<file path="src/rtl/wsc_pkg.sv">
package wsc_pkg;

   typedef enum logic [2:0] {
      EV_NONE,
      EV_BLK_OVF,
      EV_SUB_OVF,
      EV_PG_OVF,
      EV_BLK_UNF,
      EV_SUB_UNF,
      EV_PG_UNF
   } wsc_event_e;

   typedef enum logic [2:0] {
      ST_IDLE,
      ST_REQ,
      ST_MOVE,
      ST_TRAP,
      ST_WRITE
   } wsc_state_e;

   // capacity in bytes of class c: evenly spaced, rounded up
   function automatic int unsigned wsc_cap(input int unsigned c,
                                           input int unsigned blk_bytes,
                                           input int unsigned n_class);
      return (c * blk_bytes + n_class - 2) / (n_class - 1);
   endfunction

endpackage

</file>
<file path="src/rtl/wsc_class_map.sv">
module wsc_class_map
   import wsc_pkg::*;
#(
   parameter int BLK_BYTES  = 64,
   parameter int N_CLASS    = 4,
   parameter int CNT_W      = 7,
   parameter int CLS_W      = 2,
   parameter bit MAP_THERMO = 1'b1
) (
   input  logic [CNT_W-1:0] bytes,
   output logic [CLS_W-1:0] cls
);

   if (MAP_THERMO) begin : g_thermo
      logic [N_CLASS-2:0] above;
      for (genvar c = 1; c < N_CLASS; c++) begin : g_cmp
         assign above[c-1] = bytes > CNT_W'(wsc_cap(c - 1, BLK_BYTES, N_CLASS));
      end
      always_comb begin
         cls = '0;
         for (int i = 0; i < N_CLASS - 1; i++) begin
            cls = cls + CLS_W'(above[i]);
         end
      end
   end else begin : g_scan
      always_comb begin
         cls = CLS_W'(N_CLASS - 1);
         for (int c = N_CLASS - 2; c >= 0; c--) begin
            if (bytes <= CNT_W'(wsc_cap(c, BLK_BYTES, N_CLASS))) begin
               cls = CLS_W'(c);
            end
         end
      end
   end

endmodule

</file>
<file path="src/rtl/wsc_grader.sv">
module wsc_grader
   import wsc_pkg::*;
#(
   parameter int BLK_BYTES = 64,
   parameter int N_CLASS   = 4,
   parameter int CLS_W     = 2,
   parameter int SLACK_W   = 13
) (
   input  logic [CLS_W-1:0]   old_cls,
   input  logic [CLS_W-1:0]   new_cls,
   input  logic [SLACK_W-1:0] sub_slack,
   input  logic [SLACK_W-1:0] page_slack,
   input  logic [SLACK_W-1:0] sub_thr,
   input  logic [SLACK_W-1:0] page_thr,
   output wsc_event_e         evt
);

   localparam int SW      = SLACK_W + 1;
   localparam int TAB_LEN = 1 << CLS_W;

   logic [SW-1:0] cap_tab [TAB_LEN];

   for (genvar c = 0; c < TAB_LEN; c++) begin : g_cap
      if (c < N_CLASS) begin : g_real
         assign cap_tab[c] = SW'(wsc_cap(c, BLK_BYTES, N_CLASS));
      end else begin : g_sat
         assign cap_tab[c] = SW'(BLK_BYTES);
      end
   end

   logic [SW-1:0] old_cap, new_cap, delta, sub_after, page_after;

   always_comb begin
      old_cap    = cap_tab[old_cls];
      new_cap    = cap_tab[new_cls];
      delta      = (new_cap > old_cap) ? (new_cap - old_cap) : (old_cap - new_cap);
      sub_after  = {1'b0, sub_slack} + delta;
      page_after = {1'b0, page_slack} + delta;
      evt        = EV_NONE;
      if (new_cls > old_cls) begin
         if (delta <= {1'b0, sub_slack}) begin
            evt = EV_BLK_OVF;
         end else if (delta <= {1'b0, page_slack}) begin
            evt = EV_SUB_OVF;
         end else begin
            evt = EV_PG_OVF;
         end
      end else if (new_cls < old_cls) begin
         if (page_after > {1'b0, page_thr}) begin
            evt = EV_PG_UNF;
         end else if (sub_after > {1'b0, sub_thr}) begin
            evt = EV_SUB_UNF;
         end else begin
            evt = EV_BLK_UNF;
         end
      end
   end

endmodule

</file>
<file path="src/rtl/wsc_busy_guard.sv">
module wsc_busy_guard #(
   parameter int PAGE_W = 20
) (
   input  logic              clk,
   input  logic              rst_n,
   input  logic              grant,
   input  logic              done,
   input  logic [PAGE_W-1:0] req_page,
   input  logic              acc_valid,
   input  logic [PAGE_W-1:0] acc_page,
   output logic              stall
);

   logic              busy_q;
   logic [PAGE_W-1:0] busy_page_q;

   always_ff @(posedge clk) begin
      if (!rst_n) begin
         busy_q      <= 1'b0;
         busy_page_q <= '0;
      end else if (grant) begin
         busy_q      <= 1'b1;
         busy_page_q <= req_page;
      end else if (done && busy_q) begin
         busy_q      <= 1'b0;
      end
   end

   always_comb begin
      stall = acc_valid &&
              ((busy_q && (acc_page == busy_page_q)) ||
               (grant  && (acc_page == req_page)));
   end

endmodule

</file>
<file path="src/rtl/wbsize_classifier.sv">
module wbsize_classifier
   import wsc_pkg::*;
#(
   parameter int  PAGE_W        = 20,
   parameter int  SUBS_PER_PAGE = 4,
   parameter int  BLKS_PER_SUB  = 16,
   parameter int  BLK_BYTES     = 64,
   parameter int  N_CLASS       = 4,
   parameter bit  MAP_THERMO    = 1'b1,
   localparam int SUB_W   = $clog2(SUBS_PER_PAGE),
   localparam int BLK_W   = $clog2(BLKS_PER_SUB),
   localparam int CLS_W   = $clog2(N_CLASS),
   localparam int CNT_W   = $clog2(BLK_BYTES + 1),
   localparam int SLACK_W = $clog2(BLK_BYTES * SUBS_PER_PAGE * BLKS_PER_SUB + 1)
) (
   input  logic               clk,
   input  logic               rst_n,
   input  logic               upd_valid,
   output logic               upd_ready,
   input  logic [PAGE_W-1:0]  upd_page,
   input  logic [SUB_W-1:0]   upd_sub,
   input  logic [BLK_W-1:0]   upd_blk,
   input  logic [CLS_W-1:0]   upd_old_cls,
   input  logic [CNT_W-1:0]   upd_bytes,
   input  logic [SLACK_W-1:0] upd_sub_slack,
   input  logic [SLACK_W-1:0] upd_page_slack,
   input  logic [SLACK_W-1:0] cfg_sub_thr,
   input  logic [SLACK_W-1:0] cfg_page_thr,
   output logic               mv_valid,
   input  logic               mv_ready,
   output logic [PAGE_W-1:0]  mv_page,
   output logic [SUB_W-1:0]   mv_sub,
   output logic [BLK_W-1:0]   mv_blk,
   output logic [1:0]         mv_kind,
   input  logic               mv_done,
   output logic               trap_valid,
   input  logic               trap_ack,
   output logic [PAGE_W-1:0]  trap_page,
   output logic               trap_grow,
   output logic               cls_wr_valid,
   output logic [PAGE_W-1:0]  cls_wr_page,
   output logic [SUB_W-1:0]   cls_wr_sub,
   output logic [BLK_W-1:0]   cls_wr_blk,
   output logic [CLS_W-1:0]   cls_wr_cls,
   input  logic               acc_valid,
   input  logic [PAGE_W-1:0]  acc_page,
   output logic               stall
);

   // elaboration-time parameter checks
   if (N_CLASS < 2) begin : g_bad_class
      $error("N_CLASS must be at least 2");
   end
   if (SUBS_PER_PAGE < 2 || BLKS_PER_SUB < 2) begin : g_bad_geom
      $error("need at least two sub-pages and two blocks per sub-page");
   end
   if (BLK_BYTES < N_CLASS - 1) begin : g_bad_blk
      $error("BLK_BYTES too small for the class count");
   end
   if (PAGE_W < 1) begin : g_bad_page
      $error("PAGE_W must be positive");
   end

   logic [CLS_W-1:0] new_cls;
   wsc_event_e       evt;

   wsc_class_map #(
      .BLK_BYTES (BLK_BYTES),
      .N_CLASS   (N_CLASS),
      .CNT_W     (CNT_W),
      .CLS_W     (CLS_W),
      .MAP_THERMO(MAP_THERMO)
   ) u_map (
      .bytes(upd_bytes),
      .cls  (new_cls)
   );

   wsc_grader #(
      .BLK_BYTES(BLK_BYTES),
      .N_CLASS  (N_CLASS),
      .CLS_W    (CLS_W),
      .SLACK_W  (SLACK_W)
   ) u_grade (
      .old_cls   (upd_old_cls),
      .new_cls   (new_cls),
      .sub_slack (upd_sub_slack),
      .page_slack(upd_page_slack),
      .sub_thr   (cfg_sub_thr),
      .page_thr  (cfg_page_thr),
      .evt       (evt)
   );

   wsc_state_e        state_q;
   logic [PAGE_W-1:0] page_q;
   logic [SUB_W-1:0]  sub_q;
   logic [BLK_W-1:0]  blk_q;
   logic [CLS_W-1:0]  cls_q;
   logic [1:0]        kind_q;
   logic              grow_q;
   logic              take;

   assign upd_ready = (state_q == ST_IDLE);
   assign take      = upd_valid && upd_ready;

   always_ff @(posedge clk) begin
      if (!rst_n) begin
         state_q <= ST_IDLE;
         page_q  <= '0;
         sub_q   <= '0;
         blk_q   <= '0;
         cls_q   <= '0;
         kind_q  <= 2'b00;
         grow_q  <= 1'b0;
      end else begin
         unique case (state_q)
            ST_IDLE: begin
               if (take) begin
                  page_q <= upd_page;
                  sub_q  <= upd_sub;
                  blk_q  <= upd_blk;
                  cls_q  <= new_cls;
                  unique case (evt)
                     EV_NONE:    state_q <= ST_IDLE;
                     EV_BLK_OVF: begin kind_q <= 2'b01; state_q <= ST_REQ; end
                     EV_SUB_OVF: begin kind_q <= 2'b11; state_q <= ST_REQ; end
                     EV_BLK_UNF: begin kind_q <= 2'b00; state_q <= ST_REQ; end
                     EV_SUB_UNF: begin kind_q <= 2'b10; state_q <= ST_REQ; end
                     EV_PG_OVF:  begin grow_q <= 1'b1;  state_q <= ST_TRAP; end
                     EV_PG_UNF:  begin grow_q <= 1'b0;  state_q <= ST_TRAP; end
                     default:    state_q <= ST_IDLE;
                  endcase
               end
            end
            ST_REQ:   if (mv_ready) state_q <= ST_MOVE;
            ST_MOVE:  if (mv_done)  state_q <= ST_WRITE;
            ST_TRAP:  if (trap_ack) state_q <= ST_WRITE;
            ST_WRITE: state_q <= ST_IDLE;
            default:  state_q <= ST_IDLE;
         endcase
      end
   end

   assign mv_valid     = (state_q == ST_REQ);
   assign mv_page      = page_q;
   assign mv_sub       = sub_q;
   assign mv_blk       = blk_q;
   assign mv_kind      = kind_q;
   assign trap_valid   = (state_q == ST_TRAP);
   assign trap_page    = page_q;
   assign trap_grow    = grow_q;
   assign cls_wr_valid = (state_q == ST_WRITE);
   assign cls_wr_page  = page_q;
   assign cls_wr_sub   = sub_q;
   assign cls_wr_blk   = blk_q;
   assign cls_wr_cls   = cls_q;

   wsc_busy_guard #(
      .PAGE_W(PAGE_W)
   ) u_guard (
      .clk      (clk),
      .rst_n    (rst_n),
      .grant    (mv_valid && mv_ready),
      .done     (mv_done),
      .req_page (page_q),
      .acc_valid(acc_valid),
      .acc_page (acc_page),
      .stall    (stall)
   );

endmodule

</file>
<file path="config.mk">
export PLATFORM = sky130hd
export DESIGN_NAME = wbsize_classifier
export DESIGN_NICKNAME = d
export VERILOG_FILES = /design/src/rtl/wsc_pkg.sv /design/src/rtl/wsc_class_map.sv /design/src/rtl/wsc_grader.sv /design/src/rtl/wsc_busy_guard.sv /design/src/rtl/wbsize_classifier.sv
export SDC_FILE = /design/constraint.sdc
export NUM_CORES = 1
export LEC_CHECK = 0
export CAP_MARGIN = 20
export CORE_AREA = 2 2 207 128
export DETAILED_ROUTE_END_ITERATION = 10
export DIE_AREA = 0 0 209 130
export GPL_TIMING_DRIVEN = 0
export SETUP_SLACK_MARGIN = 0.05
export SYNTH_ARGS = -nofsm -noshare
export SYNTH_HDL_FRONTEND = slang
export SYNTH_SLANG_ARGS = --single-unit
</file>
<file path="constraint.sdc">
create_clock -name clk -period 10.1 [get_ports clk]
set_clock_uncertainty 0.2 [all_clocks]
set_input_delay 2.02 -clock clk [delete_from_list [all_inputs] [get_ports clk]]
set_output_delay 2.02 -clock clk [all_outputs]
set_load 0.01 [all_outputs]
</file>
Yosys cells after proc, flatten, opt, wreduce, memory -nomap -nowiden
Index checks and enable logic that the tools add are counted.
Widths: inputs -> output; s select.
- bits in registers: 55
- output and inout port bits: 82
- word-level logic and storage cells: 85
- add/subtract/negate cells: 6
- equality and inequality tests: 16
- bitwise gates (word level): 2
- reductions and logical operators: 17
- magnitude comparators: 12
- mux-type cells: 23
- operator list (kind ; count):
    $mux 14 ; 5
    $bmux 14 s2 ; 2
    $eq 20x20->1 ; 2
    $add 13x14->14 ; 2
    $gt 14x13->1 ; 2
    $le 14x13->1 ; 2
    $sub 14x14->14 ; 2
    $mux 3 ; 8
    $gt 14x14->1 ; 1
    $eq 3x2->1 const B ; 4
    $eq 3x3->1 const B ; 4
    $pmux 3 s4 ; 1
    $pmux 2 s4 ; 1
    $gt 7x1->1 const B ; 1
    $gt 7x5->1 const B ; 1
    $gt 7x6->1 const B ; 1
    $eq 3x1->1 const B ; 2
    $ge 3x3->1 const B ; 2
    $logic_and 1x1->1 ; 6
    $ne 2x1->1 const B ; 3
    $not 2->3 ; 2
    $reduce_and 3->1 ; 2
    $mux 1 ; 4
    $pmux 2 s2 ; 1
    14 further kinds ; 15

Depth between registers and ports, before layout
Gate-level depths: netlist of run 1.
- depth in word-level cells: 20
- mapped depth: 36

By module
From an unflattened synthesis of run 1, not the netlist that was laid out.
- cell total of the unflattened synthesis: 778
- area total of the unflattened synthesis: 6269.8 um^2
- by module, submodules not included (module ; cells an instance ; area an instance (um^2) ; instances ; sequential area each (um^2)):
    wsc_grader ; 424 ; 3171.8 ; 1 ; 0.0
    wbsize_classifier ; 221 ; 1803.0 ; 1 ; 680.7
    wsc_busy_guard ; 123 ; 1228.7 ; 1 ; 420.4
    wsc_class_map ; 10 ; 66.3 ; 1 ; 0.0

Worst setup path before layout of run 1
OpenSTA, ideal clock, no wires.
- path type: input to register
- start point: input port upd_bytes[5]
- end point: register kind_q[1] (netlist: mv_kind[1])
- library setup time: 0.066 ns
- path buffers: 0
- stages on the path: 33
- data required time: 9.834 ns
- slack: 1.538 ns
- arrival: 8.296 ns
- path through: or4_1 > nor4_1 > fa_1 > ha_1 > inv_1 > ha_1 > inv_1 > fa_1 > a21oi_1 > nor2_1 > nor2_1 > fa_1 > a41oi_2 > nor2_2 > nand2_2 > a211oi_1 > ha_1 > inv_1 > a221oi_1 > a21oi_1 > a21oi_1 > o21bai_1 > or4_1 > nand3_1 > ha_1 > nand3_1 > nor2_1 > o21ai_0 > a21oi_1 > o21ai_0 > o211ai_1 > a21o_1 > a21oi_2
- cells in the longest elaborated chain, start to end: 18
- elaborated cells between the ends (all ways): 34
- ends and longest elaborated chain (element ; line ; RTL):
    start, declared ; wbsize_classifier.sv:24 ; input logic [CNT_W-1:0] upd_bytes,
    $gt 7x1->1 or $gt 7x5->1 (tied branches) ; wsc_class_map.sv:17 ; assign above[c-1] = bytes > CNT_W'(wsc_cap(c - 1, BLK_BYTES, N_CLASS));
    $add 1x1->2 ; wsc_class_map.sv:22 ; cls = cls + CLS_W'(above[i]);
    $add 2x1->2 (*) ; wsc_class_map.sv:22 ;
    $not 2->3 (not written as such) ; wsc_grader.sv:35 ; new_cap = cap_tab[new_cls];
    $bmux 14 s2 ; wsc_grader.sv:35 ;
    $mux 14 (not written as such) (2 in series) ; wsc_grader.sv:35 ;
    $sub 14x14->14 or $gt 14x14->1 (tied branches) ; wsc_grader.sv:36 ; delta = (new_cap > old_cap) ? (new_cap - old_cap) : (old_cap - new_cap);
    $mux 14 ; wsc_grader.sv:36 ;
    $add 13x14->14 ; wsc_grader.sv:37 ; sub_after = {1'b0, sub_slack} + delta;
    $gt 14x13->1 ; wsc_grader.sv:51 ; end else if (sub_after > {1'b0, sub_thr}) begin
    $mux 1 ; wsc_grader.sv:51 ;
    $mux 3 ; wsc_grader.sv:49 ; if (page_after > {1'b0, page_thr}) begin
    $mux 3 ; wsc_grader.sv:48 ; end else if (new_cls < old_cls) begin
    $mux 3 (*) ; wsc_grader.sv:40 ; if (new_cls > old_cls) begin
    $eq 3x3->1 (tied with other cells) ; wbsize_classifier.sv:122 ; unique case (evt)
    $reduce_bool 4->1 (no source line) ; -- ;
    $reduce_and 3->1 (no source line) ; -- ;
    end signal, assigned ; wbsize_classifier.sv:124 ; EV_BLK_OVF: begin kind_q <= 2'b01; state_q <= ST_REQ; end
    end signal, assigned ; wbsize_classifier.sv:125 ; EV_SUB_OVF: begin kind_q <= 2'b11; state_q <= ST_REQ; end
    end signal, assigned ; wbsize_classifier.sv:126 ; EV_BLK_UNF: begin kind_q <= 2'b00; state_q <= ST_REQ; end
    end, declared ; wbsize_classifier.sv:98 ; logic [1:0] kind_q;
Mark *: on every way between the ends. The rest lies on a longest branch, timed or not. The select of a mux whose other input is x is not followed.
A chain may end at the register's enable or synchronous reset.

Final worst setup path of run 1
Same ends and word-level chain as after synthesis.

==> results of run 1 <==
[cell families after synthesis]
logic type | after synthesis | synth area share
adders and majority gates | 102 | 0.213
muxes | 4 | 0.00644
xor gates and xnor gates | 66 | 0.0930
DFF | 55 | 0.177
and+or+nand+nor | 238 | 0.182
AOI/OAI and AO/OA | 177 | 0.201
buffers and inverters | 159 | 0.128
[Yosys cell counts, types with 5 or more instances]
cell and instances:
ha_1 96, fa_1 6, nor3b_1 7, o21ai_0 14
nor2b_1 8, nor2_1 36, inv_1 84, clkbuf_1 19
a21oi_1 41, dfxtp_1 55, xor2_1 16, nand3_1 12
nand2b_1 11, o211a_1 5, buf_4 47, nand2_1 108
a21boi_0 49, a211oi_1 5, o21a_1 6, nand4_1 14
o21bai_1 6, nor3_1 13, xnor2_1 50, a21o_1 16
nor4_1 8
[report_power, final]
part           switching (uW)  internal [uW]  leakage, uW  total, uW
clock                    92.4            119    0.0000844        211
sequential               44.9            248     0.000448        293
combinational             637            585      0.00326       1220
total                     774            952      0.00379       1730
[area by class of cell]
| type | count | area (sq um) | share of cell area |
|---|---|---|---|
| Multi-Input combinational cell | 587 | 4390 | 0.497 |
| Timing Repair Buffer | 196 | 1950 | 0.221 |
| Sequential cell | 55 | 1100 | 0.125 |
| Buffer | 75 | 478 | 0.0541 |
| Tap cell | 336 | 420 | 0.0476 |
| Inverter | 84 | 315 | 0.0357 |
| Clock buffer | 5 | 125 | 0.0142 |
| Clock inverter | 3 | 47.5 | 0.00538 |
| Antenna cell | 1 | 2.50 | 0.000283 |
[critical path, delay by kind of cell]
family | cells | cell delay (ns)
fa+ha+maj | 6 | 1.90
buf+inv | 4 | 0.78
compound gates | 15 | 2.79
simple gates | 9 | 2.05
[flip-flops by register name (all words and copies together), names as in the netlist, 2 cells and up]
| signal | cells |
|---|---|
| cls_wr_page | 20 |
| mv_kind | 2 |
| cls_wr_cls | 2 |
| cls_wr_blk | 4 |
| state_q | 3 |
| cls_wr_sub | 2 |
| u_guard.busy_page_q | 20 |
[per-stage QoR]
stage	area, sq um	TNS [ns]	power [uW]
after global placement	8580	-1.15	1480
after CTS	8760	0	1720
final	8840	0	1730
after global routing	8840	0	1900
after detailed placement	8580	-0.210	1500
after floorplan	6220	0	1100
[how the worst min path moves through the flow]
stage	slack, ns	end	cells after the start
final	0.28	u_guard.busy_page_q[8]	2
after global routing	0.30	u_guard.busy_page_q[8]	2
after CTS	0.28	u_guard.busy_page_q[8]	2
after detailed placement	0.27	u_guard.busy_page_q[3]	2
after global placement	0.26	u_guard.busy_page_q[9]	2
after floorplan	0.26	u_guard.busy_page_q[11]	2
[layer usage]
layer	wire (um)	track usage	part of all wire
met1	11100	0.227	0.56
met2	7750	0.199	0.39
met3	1000	0.0320	0.050
met4	93	0.0164	0.0047
met5	0	0	0
[timing repair]
| action | 4_1_cts | 5_1_grt |
|---|---|---|
| hold buffers | 0 | 0 |
| gates resized for setup | 0 | 12 |
| endpoints found under the setup margin | 0 | 4 |
| setup buffers | 0 | 1 |
==> flow_metrics.py, run 1 <==
metrics = {
    "run_status": {
        "status": "completed",
    },
    "synth": {
        "yosys.area.top_type": "ha_1",
        "ys_types": 64,
        "ys_seq_area_frac": 0.177,
        "synth_fp_nets": 1017,
        "synthCells": 801,
        "synth-edff-count": 0,
        "async_flop_share": 0,
        "ys.flop_type": "dfxtp_1",
        "synth_warnings": 0,
        "synth_seq_cells": 55,
        "synth.cell_area_sq_um": 6220,
        "syn_avg_cell_area_sq_um": 7.76,
        "yosysTopAreaCellShare": 0.193,
        "synth_area_leaders": "ha_1, dfxtp_1, xnor2_1",
    },
    "layout": {
        "mostFrequentLayoutCells": "clkdlybuf4s50_1, nand2_1, ha_1, inv_1, dfxtp_1",
        "layout-drive-gt1-share": 0.0886,
        "utilization": 0.345,
        "mostFrequentLayoutCell": "clkdlybuf4s50_1",
        "num-fill-cells": 2640,
        "layout.nets": 1220,
        "fin_cells": 1342,
        "area_delta_synth_final_pct": 42.2,
    },
    "timing": {
        "slew_headroom": 0.493,
        "rsz0062_at_grt": "no",
        "fmax_ghz": 0.105,
        "whs_ns": 0.281,
        "hold_viol_final": 0,
        "finalCritPeriodShare": 0.947,
        "layout_min_cycle_time_ns": 9.56,
        "finalWorstSetupSlack_ns": 0.540,
        "slew_violations": 0,
        "worstMarginPinSlew_ns": 0.760,
        "setup_violations": 0,
    },
    "clock_network": {
        "clkSinkCount": 55,
        "cts_tree": "built",
        "htree_levels": 2,
        "cts-root-buf": "clkbuf_16",
        "clockBufferDepth": 2,
        "clkTransAtPathRegs_ns": 0.08,
        "clk_latency_ns": 0.31,
        "cts_buffers": 5,
    },
    "setup_path": {
        "startpoint": "upd_bytes[5]",
        "cp_common_cell": "a21oi_1",
        "slowest_stage": "or4_1",
        "cp.required_ns": 10.10,
        "r2r_cells": 7,
        "cp-start-kind": "primary input",
        "critPathCapture": "mv_kind[1]",
        "slowest_delay_ns": 0.59,
        "reg2reg_from": "state_q[0]",
        "crit_fanout": 10,
        "r2r_end": "cls_wr_blk[0]",
        "endpoint_kind": "register",
        "crit_arrival_ns": 9.56,
        "reg2reg_slack_ns": 7.70,
        "critPathKind": "primary input to register",
    },
    "floorplan": {
        "initial_core_util": 0.243,
        "placementRows": 46,
        "fp.coreArea_sq_um": 25600,
        "die_h_um": 130,
        "die_x_um": 209,
        "io_pins": 196,
        "design.die.area_sq_um": 27200,
    },
    "route": {
        "drt_iter0_markers": 331,
        "wl_mm": 20.0,
        "postRouteAntennaNets": 0,
        "via_count": 5974,
        "viasPerCell": 4.45,
        "drc": 0,
        "wire_per_inst_um": 14.9,
        "firstDrtPassIters": 5,
    },
    "placed_design": {
        "dp_slack_ns": -0.0984,
        "portBuffers": 194,
        "hpwl_mm": 17.0,
        "gp_congestion": 0.851,
        "dpl.cell_count": 1332,
    },
    "global_route": {
        "grt_pass1_wl_mm": 30.7,
        "grt_pass1_vias": 5662,
        "grt_max_degree": 19,
        "track_usage": 0.144,
        "antenna_found_initial": 1,
        "grt_overflow_total": 0,
    },
    "run": {
        "maxCapViolCount": 0,
    },
    "pwr": {
        "worst_ir_drop_vdd_uv": 64.8,
        "p_per_area_nw_per_um2": 195,
        "leakage_uw": 0.00379,
    },
    "hold_path": {
        "hold_path.class": "register to register",
        "holdCritStartpoint": "u_guard.busy_page_q[8]",
    },
}
(Power assumes the default switching activity.)
==> run 2: changes to the inputs <==
Settings changed: MAX_ROUTING_LAYER set to met4.
==> run 2 against run 1 <==
  * Clock power is essentially flat
  * Die area is the same
  * Core utilization is the same
  * Setup slack lost 0.00087 ns
  * First-iteration DRC count shrank 6.3%
  * Sequential share of layout area is the same
  * Flip-flop and latch count is the same
  * Power is essentially flat
  * Global-route usage grew 0.45 points
  * Via count shrank 0.55%
  * Largest cell class unchanged
==> flow_metrics.py, run 2 (synthesis results as in run 1) <==
metrics = {
    "run_status": {
        "status": "completed",
    },
    "setup_path": {
        "slowest_stage": "or4_1",
        "cp-start-kind": "primary input",
        "endpoint_kind": "register",
        "cp.required_ns": 10.10,
        "crit_arrival_ns": 9.56,
        "crit_fanout": 10,
        "critPathKind": "primary input to register",
        "slowest_delay_ns": 0.59,
        "cp_common_cell": "a21oi_1",
    },
    "timing": {
        "finalCritPeriodShare": 0.947,
        "layout_min_cycle_time_ns": 9.56,
        "hold_viol_final": 0,
        "setup_violations": 0,
        "worstMarginPinSlew_ns": 0.765,
        "whs_ns": 0.281,
        "fmax_ghz": 0.105,
        "slew_headroom": 0.490,
        "rsz0062_at_grt": "no",
        "tns_ns": 0,
        "finalWorstSetupSlack_ns": 0.539,
        "slew_violations": 0,
    },
    "floorplan": {
        "io_pins": 196,
        "fp.coreArea_sq_um": 25600,
        "initial_core_util": 0.243,
        "die_h_um": 130,
        "design.die.area_sq_um": 27200,
        "die_x_um": 209,
        "placementRows": 46,
    },
    "clock_network": {
        "clockBufferDepth": 2,
        "clkTransAtPathRegs_ns": 0.07,
        "cts_buffers": 5,
        "htree_levels": 2,
        "clk_latency_ns": 0.30,
        "cts_tree": "built",
        "clkSinkCount": 55,
        "cts-root-buf": "clkbuf_16",
    },
    "hold_path": {
        "hold_path.class": "register to register",
    },
    "pwr": {
        "leakage_uw": 0.00379,
        "totalPowerFinal_uw": 1730,
        "worst_ir_drop_vdd_uv": 64.8,
        "p_per_area_nw_per_um2": 195,
    },
    "route": {
        "postRouteAntennaNets": 0,
        "wire_per_inst_um": 14.9,
        "drc": 0,
        "viasPerCell": 4.43,
        "via_count": 5941,
        "firstDrtPassIters": 4,
        "drt_iter0_markers": 310,
        "wl_mm": 19.9,
    },
    "global_route": {
        "grt_overflow_total": 0,
        "grt_pass1_vias": 5657,
        "top_usage_layer": "met1",
        "grtUsageMet3": 0.0286,
        "grt_pass1_wl_mm": 30.6,
        "track_usage": 0.148,
        "grt_use_met2": 0.199,
        "antenna_found_initial": 1,
        "met1_usage": 0.229,
        "grt_max_degree": 19,
    },
    "placed_design": {
        "dp_slack_ns": -0.0984,
        "dpl.cell_count": 1332,
        "gp_congestion": 0.865,
        "portBuffers": 194,
        "hpwl_mm": 17.0,
    },
    "layout": {
        "mostFrequentLayoutCell": "clkdlybuf4s50_1",
        "fin_cells": 1342,
        "layout-drive-gt1-share": 0.0886,
        "mostFrequentLayoutCells": "clkdlybuf4s50_1, nand2_1, ha_1, inv_1, dfxtp_1",
        "area_delta_synth_final_pct": 42.2,
        "layout.nets": 1220,
    },
    "run": {
        "maxCapViolCount": 0,
    },
}
## run 2: cell counts in the layout (fill, tap and decap cells not counted)
No cell type changed its count.
## run 2: worst max-delay path, delay by kind of cell
kind	cells	cell delay, ns
AOI/OAI and AO/OA	15	2.81
adders and majority gates	6	1.91
buffers and inverters	4	0.78
and+or+nand+nor	9	2.03
## run 2: routing by layer
metal	part of all wire	routed length, um
met1	0.56	11200
met2	0.39	7750
met3	0.047	943
met4	0.0033	65
met5	0	0
## run 2: timing repair
action                     in CTS  in global routing
hold buffers                    0                  0
setup buffers                   0                  1
resized for setup               0                 12
setup endpoints to repair       0                  4
hold endpoints to repair        0                  0
## run 2: layout make-up
type | instances | area [sq um]
diodes | 1 | 2.50
plain buffers | 75 | 478
clock buffers | 5 | 125
clock inverters | 3 | 47.5
fillers | 2640 | 16800
inverters | 84 | 315
multi-input cells | 587 | 4390
flip-flops and latches | 55 | 1100
well taps | 336 | 420
repair buffers | 196 | 1950
## run 2: per-stage QoR
step,area (sq um),utilization
after floorplan,6220,-
after global placement,8580,0.335
after CTS,8760,0.342
final,8840,0.345
after detailed placement,8580,0.335
after global routing,8840,0.345
## run 2: worst paths after layout
check                    startpoint                endpoint  slack (ns)  cells after the start
max                    upd_bytes[5]              mv_kind[1]        0.54                     34
min          u_guard.busy_page_q[8]  u_guard.busy_page_q[8]        0.28                      2
max reg2reg              state_q[0]           cls_wr_blk[0]        7.70                      7
min reg2reg  u_guard.busy_page_q[8]  u_guard.busy_page_q[8]        0.28                      2
## run 2: report_power, final
group	switching [uW]	internal [uW]
Combinational	638	585
Sequential	44.8	248
Clock	90.8	119
Total	774	952
